**src/rtl/trace_seq_pkg.sv**
```systemverilog
package trace_seq_pkg;

  localparam int DATA_W = 32;
  localparam int CODE_W = 8;
  localparam int SLOTS  = 8;
  localparam int IDX_W  = $clog2(SLOTS);

  typedef enum logic [2:0] {
    EV_EXC, EV_EMU, EV_RST, EV_HALT, EV_STOP, EV_RTE, EV_SRW, EV_SUP
  } evKind_e;

  typedef enum logic [2:0] {SEL_NONE, SEL_A, SEL_B, SEL_C, SEL_D} dSel_e;

  // gate: 0 = always, n = evtEn[n-1] must be set
  typedef struct packed {
    logic              used;
    logic [CODE_W-1:0] code;
    dSel_e             sel;
    logic [2:0]        gate;
  } slot_t;

  typedef struct packed {
    evKind_e           kind;
    logic [3:0]        en;
    logic              tgtSel;
    logic [DATA_W-1:0] opA;
    logic [DATA_W-1:0] opB;
    logic [DATA_W-1:0] opC;
    logic [DATA_W-1:0] opD;
  } evt_t;

  typedef struct packed {
    logic              wrEn;
    logic              emit;
    logic [CODE_W-1:0] code;
    dSel_e             sel;
  } strobe_t;

  function automatic slot_t mkSlot(logic [CODE_W-1:0] c, dSel_e s, logic [2:0] g);
    slot_t r;
    r.used = 1'b1;
    r.code = c;
    r.sel  = s;
    r.gate = g;
    return r;
  endfunction

  // Per-event script: slot list, walked in index order, disabled slots skipped
  function automatic slot_t scriptSlot(evKind_e k, logic [IDX_W-1:0] idx, logic tgtSel);
    slot_t s;
    logic [CODE_W-1:0] tgt;
    logic [CODE_W-1:0] mark;
    s    = '0;
    tgt  = tgtSel ? 8'h0E : 8'h0D;
    mark = (k == EV_EMU) ? 8'h1D : 8'h1C;
    case (k)
      EV_EXC, EV_EMU: begin
        case (idx)
          3'd0, 3'd1: s = mkSlot(mark, SEL_NONE, 3'd0);
          3'd2:       s = mkSlot(8'h0B, SEL_A, 3'd1);
          3'd3:       s = mkSlot(8'h0B, SEL_B, 3'd1);
          3'd4:       s = mkSlot(8'h0B, SEL_C, 3'd2);
          3'd5:       s = mkSlot(8'h05, SEL_NONE, 3'd0);
          3'd6:       s = mkSlot(tgt, SEL_D, 3'd3);
          default:    s = '0;
        endcase
      end
      EV_RST: begin
        case (idx)
          3'd0, 3'd1: s = mkSlot(8'h1C, SEL_NONE, 3'd0);
          3'd2:       s = mkSlot(8'h05, SEL_NONE, 3'd0);
          3'd3:       s = mkSlot(tgt, SEL_D, 3'd3);
          default:    s = '0;
        endcase
      end
      EV_HALT: if (idx < 3'd2) s = mkSlot(8'h1F, SEL_NONE, 3'd0);
      EV_STOP: if (idx < 3'd2) s = mkSlot(8'h1E, SEL_NONE, 3'd0);
      EV_RTE: begin
        case (idx)
          3'd0:    s = mkSlot(8'h07, SEL_NONE, 3'd0);
          3'd1:    s = mkSlot(8'h0B, SEL_A, 3'd1);
          3'd2:    s = mkSlot(8'h03, SEL_NONE, 3'd2);
          3'd3:    s = mkSlot(8'h0B, SEL_B, 3'd4);
          3'd4:    s = mkSlot(8'h05, SEL_NONE, 3'd0);
          3'd5:    s = mkSlot(tgt, SEL_D, 3'd3);
          default: s = '0;
        endcase
      end
      EV_SRW: begin
        case (idx)
          3'd0:    s = mkSlot(8'h01, SEL_NONE, 3'd0);
          3'd1:    s = mkSlot(8'h03, SEL_NONE, 3'd2);
          default: s = '0;
        endcase
      end
      default: if (idx == 3'd0) s = mkSlot(8'h01, SEL_NONE, 3'd0);
    endcase
    return s;
  endfunction

endpackage

```
**src/rtl/trace_seq_ctrl.sv**
```systemverilog
module trace_seq_ctrl
  import trace_seq_pkg::*;
#(
  parameter int DEPTH = 4,
  localparam int PTR_W = (DEPTH > 1) ? $clog2(DEPTH) : 1,
  localparam int CNT_W = $clog2(DEPTH + 1)
) (
  input  logic             clk,
  input  logic             rstN,
  input  logic             evtValid,
  input  logic             trcReady,
  input  evKind_e          headKind,
  input  logic [3:0]       headEn,
  input  logic             headTgtSel,
  output strobe_t          stb,
  output logic [PTR_W-1:0] wrPtr,
  output logic [PTR_W-1:0] rdPtr,
  output logic             busy
);

  logic [CNT_W-1:0] count;
  logic [PTR_W-1:0] wrPtrQ, rdPtrQ;
  logic [IDX_W-1:0] idxQ, curIdx;
  slot_t            curSlot;
  logic             found, moreAfter, push, pop, advance;

  function automatic logic [PTR_W-1:0] bump(logic [PTR_W-1:0] p);
    return (p == PTR_W'(DEPTH - 1)) ? '0 : p + 1'b1;
  endfunction

  // First enabled slot at or after idxQ, and whether another follows it
  always_comb begin
    logic [7:0] gateVec;
    slot_t      s;
    logic       ok;
    gateVec   = {3'b000, headEn, 1'b1};
    found     = 1'b0;
    moreAfter = 1'b0;
    curIdx    = '0;
    curSlot   = '0;
    for (int j = 0; j < SLOTS; j++) begin
      s  = scriptSlot(headKind, IDX_W'(j), headTgtSel);
      ok = s.used && gateVec[s.gate] && (IDX_W'(j) >= idxQ);
      if (ok && found) begin
        moreAfter = 1'b1;
      end else if (ok) begin
        found   = 1'b1;
        curIdx  = IDX_W'(j);
        curSlot = s;
      end
    end
  end

  assign busy     = (count == CNT_W'(DEPTH));
  assign push     = evtValid && !busy;
  assign advance  = (count != '0) && found && trcReady;
  assign pop      = advance && !moreAfter;

  assign stb.wrEn = push;
  assign stb.emit = (count != '0) && found;
  assign stb.code = curSlot.code;
  assign stb.sel  = curSlot.sel;
  assign wrPtr    = wrPtrQ;
  assign rdPtr    = rdPtrQ;

  always_ff @(posedge clk) begin
    if (!rstN) begin
      count  <= '0;
      wrPtrQ <= '0;
      rdPtrQ <= '0;
      idxQ   <= '0;
    end else begin
      if (push) wrPtrQ <= bump(wrPtrQ);
      if (pop)  rdPtrQ <= bump(rdPtrQ);
      case ({push, pop})
        2'b10:   count <= count + 1'b1;
        2'b01:   count <= count - 1'b1;
        default: count <= count;
      endcase
      if (advance) idxQ <= moreAfter ? curIdx + 1'b1 : '0;
    end
  end

  AST_NO_OVERFLOW: assert property (@(posedge clk) disable iff (!rstN)
    count <= CNT_W'(DEPTH));
  AST_FULL_HOLDS: assert property (@(posedge clk) disable iff (!rstN)
    (busy && !pop) |=> busy);
  AST_HOLD_NOT_READY: assert property (@(posedge clk) disable iff (!rstN)
    ((count != '0) && !trcReady) |=> ($stable(idxQ) && $stable(rdPtrQ)));
  AST_NEXT_STARTS_FRESH: assert property (@(posedge clk) disable iff (!rstN)
    pop |=> (idxQ == '0));

endmodule

```
**src/rtl/trace_seq_dp.sv**
```systemverilog
module trace_seq_dp
  import trace_seq_pkg::*;
#(
  parameter int DEPTH = 4,
  localparam int PTR_W = (DEPTH > 1) ? $clog2(DEPTH) : 1
) (
  input  logic              clk,
  input  logic              rstN,
  input  strobe_t           stb,
  input  logic [PTR_W-1:0]  wrPtr,
  input  logic [PTR_W-1:0]  rdPtr,
  input  evt_t              evtIn,
  output evKind_e           headKind,
  output logic [3:0]        headEn,
  output logic              headTgtSel,
  output logic              trcValid,
  output logic [CODE_W-1:0] trcCode,
  output logic              trcDv,
  output logic [DATA_W-1:0] trcData
);

  evt_t store [DEPTH];
  evt_t head;
  logic runQ;
  logic [DATA_W-1:0] pick;

  for (genvar g = 0; g < DEPTH; g++) begin : gSlot
    always_ff @(posedge clk) begin
      if (!rstN)                                   store[g] <= '0;
      else if (stb.wrEn && wrPtr == PTR_W'(g))     store[g] <= evtIn;
    end
  end

  always_ff @(posedge clk) begin
    if (!rstN) runQ <= 1'b0;
    else       runQ <= 1'b1;
  end

  assign head       = store[rdPtr];
  assign headKind   = head.kind;
  assign headEn     = head.en;
  assign headTgtSel = head.tgtSel;

  always_comb begin
    case (stb.sel)
      SEL_A:   pick = head.opA;
      SEL_B:   pick = head.opB;
      SEL_C:   pick = head.opC;
      SEL_D:   pick = head.opD;
      default: pick = '0;
    endcase
  end

  assign trcValid = runQ;
  assign trcCode  = stb.emit ? stb.code : '0;
  assign trcDv    = stb.emit && (stb.sel != SEL_NONE);
  assign trcData  = trcDv ? pick : '0;

  AST_DV_ON_CAPTURE: assert property (@(posedge clk) disable iff (!rstN)
    trcDv |-> (trcCode == 8'h0B || trcCode == 8'h0D || trcCode == 8'h0E));
  AST_IDLE_QUIET: assert property (@(posedge clk) disable iff (!rstN)
    !stb.emit |-> (trcCode == '0 && !trcDv && trcData == '0));

endmodule

```
**src/rtl/trace_seq.sv**
```systemverilog
module trace_seq
  import trace_seq_pkg::*;
#(
  parameter int DEPTH = 4
) (
  input  logic        clk,
  input  logic        rstN,
  input  logic        evtValid,
  input  logic [2:0]  evtKind,
  input  logic [3:0]  evtEn,
  input  logic        evtTgtSel,
  input  logic [31:0] evtOpA,
  input  logic [31:0] evtOpB,
  input  logic [31:0] evtOpC,
  input  logic [31:0] evtOpD,
  output logic        busy,
  input  logic        trcReady,
  output logic        trcValid,
  output logic [7:0]  trcCode,
  output logic        trcDv,
  output logic [31:0] trcData
);

  localparam int PTR_W = (DEPTH > 1) ? $clog2(DEPTH) : 1;

  strobe_t          stb;
  logic [PTR_W-1:0] wrPtr, rdPtr;
  evKind_e          headKind;
  logic [3:0]       headEn;
  logic             headTgtSel;
  evt_t             evtIn;

  always_comb begin
    evtIn.kind   = evKind_e'(evtKind);
    evtIn.en     = evtEn;
    evtIn.tgtSel = evtTgtSel;
    evtIn.opA    = evtOpA;
    evtIn.opB    = evtOpB;
    evtIn.opC    = evtOpC;
    evtIn.opD    = evtOpD;
  end

  trace_seq_ctrl #(.DEPTH(DEPTH)) u_ctrl (
    .clk, .rstN, .evtValid, .trcReady,
    .headKind, .headEn, .headTgtSel,
    .stb, .wrPtr, .rdPtr, .busy
  );

  trace_seq_dp #(.DEPTH(DEPTH)) u_dp (
    .clk, .rstN, .stb, .wrPtr, .rdPtr, .evtIn,
    .headKind, .headEn, .headTgtSel,
    .trcValid, .trcCode, .trcDv, .trcData
  );

endmodule

```
**config.mk**
```make
export PLATFORM = sky130hd
export DESIGN_NAME = trace_seq
export DESIGN_NICKNAME = d
export VERILOG_FILES = /design/src/rtl/trace_seq_pkg.sv /design/src/rtl/trace_seq_ctrl.sv /design/src/rtl/trace_seq_dp.sv /design/src/rtl/trace_seq.sv
export SDC_FILE = /design/constraint.sdc
export NUM_CORES = 1
export LEC_CHECK = 0
export BUFFER_PORTS_ARGS = -buffer_cell sky130_fd_sc_hd__buf_4
export CAP_MARGIN = 20
export CORE_MARGIN = 5
export CORE_UTILIZATION = 60
export DETAILED_ROUTE_END_ITERATION = 12
export PLACE_DENSITY = 0.78
export SLEW_MARGIN = 20
export SYNTH_ARGS = -nofsm -noshare
export SYNTH_HDL_FRONTEND = slang
export SYNTH_HIERARCHICAL = 1
export SYNTH_SLANG_ARGS = --single-unit
```
**constraint.sdc**
```tcl
create_clock -name clk -period 18.7 [get_ports clk]
set_input_delay 1.87 -clock clk [delete_from_list [all_inputs] [get_ports clk]]
set_output_delay 1.87 -clock clk [all_outputs]
set_load 0.02 [all_outputs]
```
==> results of run 1 <==
-- logic make-up after synthesis --
group / Yosys count
AND/OR/NAND/NOR: 664
flip-flops: 555
multiplexers: 203
AO/OA/AOI/OAI: 180
buffers and inverters: 132
adder cells (fa/ha/maj): 5
XOR/XNOR: 3
other: 1
-- final cells by class --
cell class,instances,share of cell area [%]
diodes,6,0.0519
clock buffers,71,5.11
clock inverters,33,0.934
inverters,9,0.117
multi-input cells,1058,28.9
flip-flops and latches,555,57.2
well taps,539,2.33
repair buffers,200,5.33
-- final timing paths --
kind | from | endpoint | cells past startpoint
worst max-delay path | u_ctrl/rdPtr[0] | trcData[8] | 14
worst min-delay path | u_ctrl/count[2] | u_ctrl/count[2] | 2
worst max register to register | u_ctrl/rdPtr[0] | u_ctrl/count[2] | 14
worst min register to register | u_ctrl/count[2] | u_ctrl/count[2] | 2
-- stage by stage --
| step | cells | utilization (%) | hold slack, ps | worst slack (ps) |
|---|---|---|---|---|
| floorplan | 1745 | - | 458 | 6100 |
| global placement | 2361 | 64.8 | 479 | 11270 |
| detailed placement | 2361 | 64.8 | 511 | 11160 |
| CTS | 2465 | 68.9 | 520 | 10510 |
| global route | 2470 | 69.0 | 561 | 10110 |
| finish | 2471 | 69.0 | 518 | 10520 |
-- Yosys cell counts (6+ instances only) --
master	count
a21oi_1	15
a22oi_1	32
o21ai_1	30
and2_1	554
dfxtp_1	11
mux2i_1	131
nand2_1	56
inv_1	8
clkbuf_1	77
nand3_1	7
mux4_2	72
nor2_1	11
edfxtp_1	544
o21ai_0	12
buf_2	26
o22ai_1	65
buf_4	10
buf_6	6
-- layer usage --
metal  vias to the layer above  track usage (%)
met4                         4             8.28
met5                         -             1.15
met3                        98             6.28
met1                      7579             37.2
li1                       6712                -
met2                       763             43.3
-- power groups by stage --
stage,logic [mW],clock network [mW],registers (mW)
6_report,0.205,1.08,1.47
3_3_place_gp,0.200,0,1.49
5_1_grt,0.220,1.15,1.48
3_5_place_dp,0.204,0,1.50
2_1_floorplan,0.120,0,1.51
4_1_cts,0.204,1.09,1.47
-- worst min-delay path, cell delays in order (launching register included) --
cell and delay (ps):
dfxtp_1 330, o21ai_0 80, a21oi_1 60
-- cells in the final DEF, fill, tap and decap left out, types with 3 or more instances in the layout --
master      instances
clkbuf_1           14
o22ai_1            65
buf_12              3
edfxtp_1          544
or3_1               4
nor2_4              4
nand3_1             7
xor2_1              3
buf_4             196
inv_1               8
ha_1                4
a211oi_1            4
o21ai_0             8
clkinv_2           10
clkinvlp_4          4
nor3_1              3
o21ai_1            30
dfxtp_1             9
mux4_2             72
diode_2             6
and2_1            554
a21oi_1            15
clkbuf_16          57
a22oi_1            32
nand2b_1            3
mux2i_1           131
conb_1              3
o21ai_4             4
bufinv_16           3
clkinv_1           14
nand2_1            56
o31ai_1             3
nor2_1             11
-- registers in the layout (all words and copies together), names as in the netlist --
name           count
u_ctrl/count       3
u_ctrl/rdPtr       2
u_ctrl/idxQ        3
u_dp/trcValid      1
u_ctrl/wrPtr       2
u_dp/store       544
==> flow_metrics.py, run 1 <==
metrics = {
    "outcome": {
        "status": "finished, final reports clean",
    },
    "place": {
        "port_buffers": 179,
        "post_dp_cell_area_sq_um": 27200,
        "place.gp.congestion": 0.862,
        "dp_hpwl_um": 36600,
    },
    "clocking": {
        "post-cts-setup-buffers": 0,
        "cts_resized": 0,
        "numCtsBuffers": 56,
        "htreeDepth": 2,
        "hold_buffers": 0,
        "cts_tree": "yes",
        "clockBufferDepth": 3,
        "clkTransAtPathRegs_ps": 60,
        "cts_root_buffer": "clkbuf_16",
        "clk_latency_ps": 610,
        "cts_sinks": 555,
    },
    "sta": {
        "finalMaxSlewViolations": 0,
        "finalSetupTns_ps": 0,
        "setup_violations": 0,
        "relSlewSlack_pct": 22.8,
        "fin_crit_sh_pct": 43.8,
        "tightest_slew_ps": 1160,
        "rsz0062_at_grt": "false",
        "timing.fmax_mhz": 122,
        "hold_viol_final": 0,
        "fin_skew_ps": 15.7,
        "period_needed_ps": 8180,
    },
    "critical_path": {
        "critical_path_class": "flop to output port",
        "worstPathArrival_ps": 6310,
        "ff2ff_setup_slack_ps": 13390,
        "crit_family": "simple AND/OR/NAND/NOR gates",
        "crit_buf_inv": 2,
        "critPathMaxStageDelay_ps": 1190,
        "critPathMaxFanout": 42,
        "start_kind": "flop",
        "cp_slowest_cell": "or4b_2",
        "cp_common_cell": "nand2_1",
        "crit_chain": "buf_4 > mux4_2 > and2b_1 > o221ai_2 > and2_1 > nand2_1 > o21ai_0 > nand2_1 > and3b_1 > or4b_2 > o22ai_1 > o21ai_1 > nand2_1 > buf_4",
        "end_kind": "output port",
        "cp.required_ps": 16830,
    },
    "synthesis": {
        "syn-cell-area_sq_um": 25400,
        "ys_types": 65,
        "synth_xor_area_share_pct": 0.103,
        "ys.flop_type": "edfxtp_1",
        "yosysSeqAreaShare_pct": 65.1,
        "synth_edf_count": 544,
        "synth_compound_area_share_pct": 4.73,
        "synth-simple-area-share_pct": 15.8,
        "synth_top_family_by_area": "simple AND/OR/NAND/NOR gates",
        "ys_warn_count": 6,
        "netlist_top_cells_area": "edfxtp_1 (64%), and2_1 (14%), mux4_2 (6.4%), mux2i_1 (5.2%), o22ai_1 (1.6%)",
        "synth_area_per_cell_sq_um": 14.6,
        "ys_seq_elements": 555,
        "synthAdderAreaFrac_pct": 0.276,
        "synth_area_leader_cell": "edfxtp_1",
        "async_reset_ff_share_pct": 0,
        "synth_top_area_share_pct": 64.3,
        "netlist_instances": 1743,
        "synthMuxAreaShare_pct": 11.5,
    },
    "routing": {
        "first_pass_iters": 6,
        "met3_length_um": 6090,
        "dr_wl_met2_um": 31200,
        "met1_length_um": 24900,
        "highest_layer": "met5",
        "antenna_left": 0,
        "wirelength_um": 64000,
        "drcViolationCount": 0,
        "vias_per_cell": 6.13,
        "vias": 15156,
        "avgRoutedWirePerCell_um": 25.9,
        "drtIter0Drc": 1667,
    },
    "flow_run": {
        "drv_cap": 0,
    },
    "finish": {
        "nNetsFinal": 2025,
        "drive_above_1_share_pct": 19.9,
        "fillCellCount": 2843,
        "area_growth_syn_to_layout_pct": 13.8,
        "seq_area_sq_um": 16600,
        "fin_area_sq_um": 28900,
        "multi_input_area_sq_um": 8360,
    },
    "power_and_ir_drop": {
        "p_leak_nw": 10.5,
        "peakVddDrop_v": 0.0000741,
        "switching_share_pct": 22.7,
        "powerDensity_nw_per_um2": 95.2,
        "total_power_mw": 2.75,
        "clkPwrFrac_pct": 39.2,
        "p_sw_uw": 625,
        "internal_power_mw": 2.13,
        "pwr-share-seq_pct": 53.4,
        "power.share.combinational_pct": 7.4,
    },
    "worst_hold_path": {
        "min_path_type": "flop to flop",
    },
    "grt": {
        "grtUsageTotal_pct": 27.0,
        "grt_pass1_wl_um": 95100,
        "overflow": 0,
        "antenna_found_initial": 7,
        "grt_max_degree": 153,
        "first_global_vias": 15152,
    },
    "die": {
        "ios": 183,
        "initial_core_util_pct": 60.6,
        "dieArea_sq_um": 46600,
        "die_h_um": 216,
        "die_w_um": 216,
        "rows": 75,
        "core-area_sq_um": 41900,
    },
}
(Power assumes the default switching activity.)
==> run 2: changes to the inputs <==
==> constraint.sdc (replaced) <==
create_clock -name clk -period 7.91 [get_ports clk]
set_input_delay 0.791 -clock clk [delete_from_list [all_inputs] [get_ports clk]]
set_output_delay 0.791 -clock clk [all_outputs]
set_load 0.02 [all_outputs]
==> run 2 against run 1 <==
  * Register-to-register slack worse by 10000 ps
  * Worst setup slack worse by 9400 ps
  * Clock power rose to 2.5 times the previous value
  * Routed wire length down 1.2%
  * Combinational power up 140%
  * Count of clock-buffer cells in the layout down 8
  * First-iteration DRC count up 13%
  * Global-route usage down 0.10 points
  * Non-clock buffer count up 5
  * Critical path depth down 1
  * Critical endpoint is now trcData[1]
  * Largest cell class unchanged
  * Largest power group unchanged
==> flow_metrics.py, run 2 (same netlist as run 1, synthesis figures left out) <==
metrics = {
    "outcome": {
        "status": "finished, final reports clean",
    },
    "critical_path": {
        "critPathMaxFanout": 47,
        "cp_common_cell": "nand2_1",
        "cp.required_ps": 7120,
        "worstPathArrival_ps": 6010,
        "crit_chain": "mux4_2 > or3b_1 > o22a_1 > o21ai_2 > nand2_1 > o21ai_0 > nand2_1 > and3b_1 > or4b_2 > o22ai_1 > o21ai_1 > nand2_1 > buf_4",
        "crit_buf_inv": 1,
        "crit_family": "simple AND/OR/NAND/NOR gates",
        "end_kind": "output port",
        "critical_path_class": "flop to output port",
        "cp_slowest_cell": "or4b_2",
        "start_kind": "flop",
        "critPathMaxStageDelay_ps": 1170,
    },
    "finish": {
        "layout_common_cells": "and2_1 (554), edfxtp_1 (544), buf_4 (203)",
        "nNetsFinal": 2029,
        "largest_register_ffs": 544,
        "area_growth_syn_to_layout_pct": 14.6,
        "regMostFlops": "u_dp/store",
        "multi_input_area_sq_um": 8360,
        "drive_above_1_share_pct": 20.6,
        "final_util_pct": 69.4,
        "seq_area_sq_um": 16600,
        "fillCellCount": 2797,
        "final_common_cell": "and2_1",
        "fin_area_sq_um": 29100,
        "reg.largest.list": "u_dp/store (544), u_ctrl/count (3), u_ctrl/idxQ (3)",
    },
    "routing": {
        "vias": 15086,
        "first_pass_iters": 5,
        "avgRoutedWirePerCell_um": 25.5,
        "antenna_left": 0,
        "drcViolationCount": 0,
        "drtIter0Drc": 1892,
        "vias_per_cell": 6.09,
        "wirelength_um": 63200,
    },
    "clocking": {
        "clk_latency_ps": 610,
        "clockBufferDepth": 3,
        "clkTransAtPathRegs_ps": 60,
        "cts_sinks": 555,
        "hold_buffers": 0,
        "cts_root_buffer": "clkbuf_16",
        "htreeDepth": 2,
        "cts_resized": 0,
        "numCtsBuffers": 55,
        "post-cts-setup-buffers": 0,
        "cts_tree": "yes",
    },
    "flow_run": {
        "drv_cap": 0,
    },
    "grt": {
        "busiest_layer": "met2",
        "grtUsageTotal_pct": 26.9,
        "met2_usage_pct": 43.7,
        "antenna_found_initial": 12,
        "grt_pass1_wl_um": 94800,
        "grt.met1_usage_pct": 36.5,
        "overflow": 0,
        "grt_max_degree": 157,
        "met3_usage_pct": 6.04,
        "first_global_vias": 15340,
    },
    "die": {
        "dieArea_sq_um": 46600,
        "ios": 183,
        "die_w_um": 216,
        "core-area_sq_um": 41900,
        "initial_core_util_pct": 60.6,
        "rows": 75,
        "die_h_um": 216,
    },
    "power_and_ir_drop": {
        "total_power_mw": 6.69,
        "peakVddDrop_v": 0.000184,
        "powerDensity_nw_per_um2": 230,
        "p_leak_nw": 10.6,
    },
    "sta": {
        "rsz0062_at_grt": "false",
        "worst_hold_slack_ps": 446,
        "setup_violations": 0,
        "period_needed_ps": 6800,
        "relSlewSlack_pct": 24.5,
        "tightest_slew_ps": 1130,
        "fin_crit_sh_pct": 86.0,
        "fin_skew_ps": 22.4,
        "timing.fmax_mhz": 147,
        "finalMaxSlewViolations": 0,
        "hold_viol_final": 0,
    },
    "place": {
        "post_dp_cell_area_sq_um": 27200,
        "port_buffers": 179,
        "place.gp.congestion": 0.864,
        "dp_hpwl_um": 37000,
    },
    "worst_hold_path": {
        "min_path_type": "input port to flop",
    },
}
run 2: metal layers:
| layer | routed length, um | share of wire, % | vias to the layer above |
|---|---|---|---|
| met5 | 52 | 0.082 | - |
| met4 | 1530 | 2.4 | 8 |
| met3 | 5610 | 8.9 | 105 |
| met2 | 31500 | 50 | 746 |
| met1 | 24500 | 39 | 7507 |
| li1 | - | - | 6720 |
run 2: final timing paths:
check                     to  cells past startpoint  slack (ps)       startpoint
min reg2reg  u_ctrl/count[1]                      2         530  u_ctrl/count[1]
max reg2reg  u_ctrl/count[2]                     13        3080  u_ctrl/rdPtr[1]
max               trcData[1]                     13        1110  u_ctrl/rdPtr[1]
min            u_dp/trcValid                      1         450             rstN
run 2: cell type report:
class,count,share of cell area [%]
Sequential cell,555,56.9
Multi-Input combinational cell,1058,28.7
Timing Repair Buffer,205,5.40
Clock buffer,63,4.90
Tap cell,539,2.32
Clock inverter,41,1.61
Inverter,9,0.116
Antenna cell,9,0.0773
run 2: report_power, final:
| part | leakage (nW) | switching, mW | total, mW | internal [mW] |
|---|---|---|---|---|
| clock | 0.928 | 1.11 | 2.73 | 1.62 |
| sequential | 5.80 | 0.0502 | 3.47 | 3.42 |
| combinational | 3.89 | 0.298 | 0.483 | 0.185 |
run 2: per-stage QoR:
stage                     setup slack, ps  TNS (ps)  instances
after floorplan                     -3610   -981000       1745
after global placement               1990         0       2365
after CTS                            1180         0       2469
after global routing                  862         0       2477
after detailed placement             1890         0       2365
final                                1110         0       2479
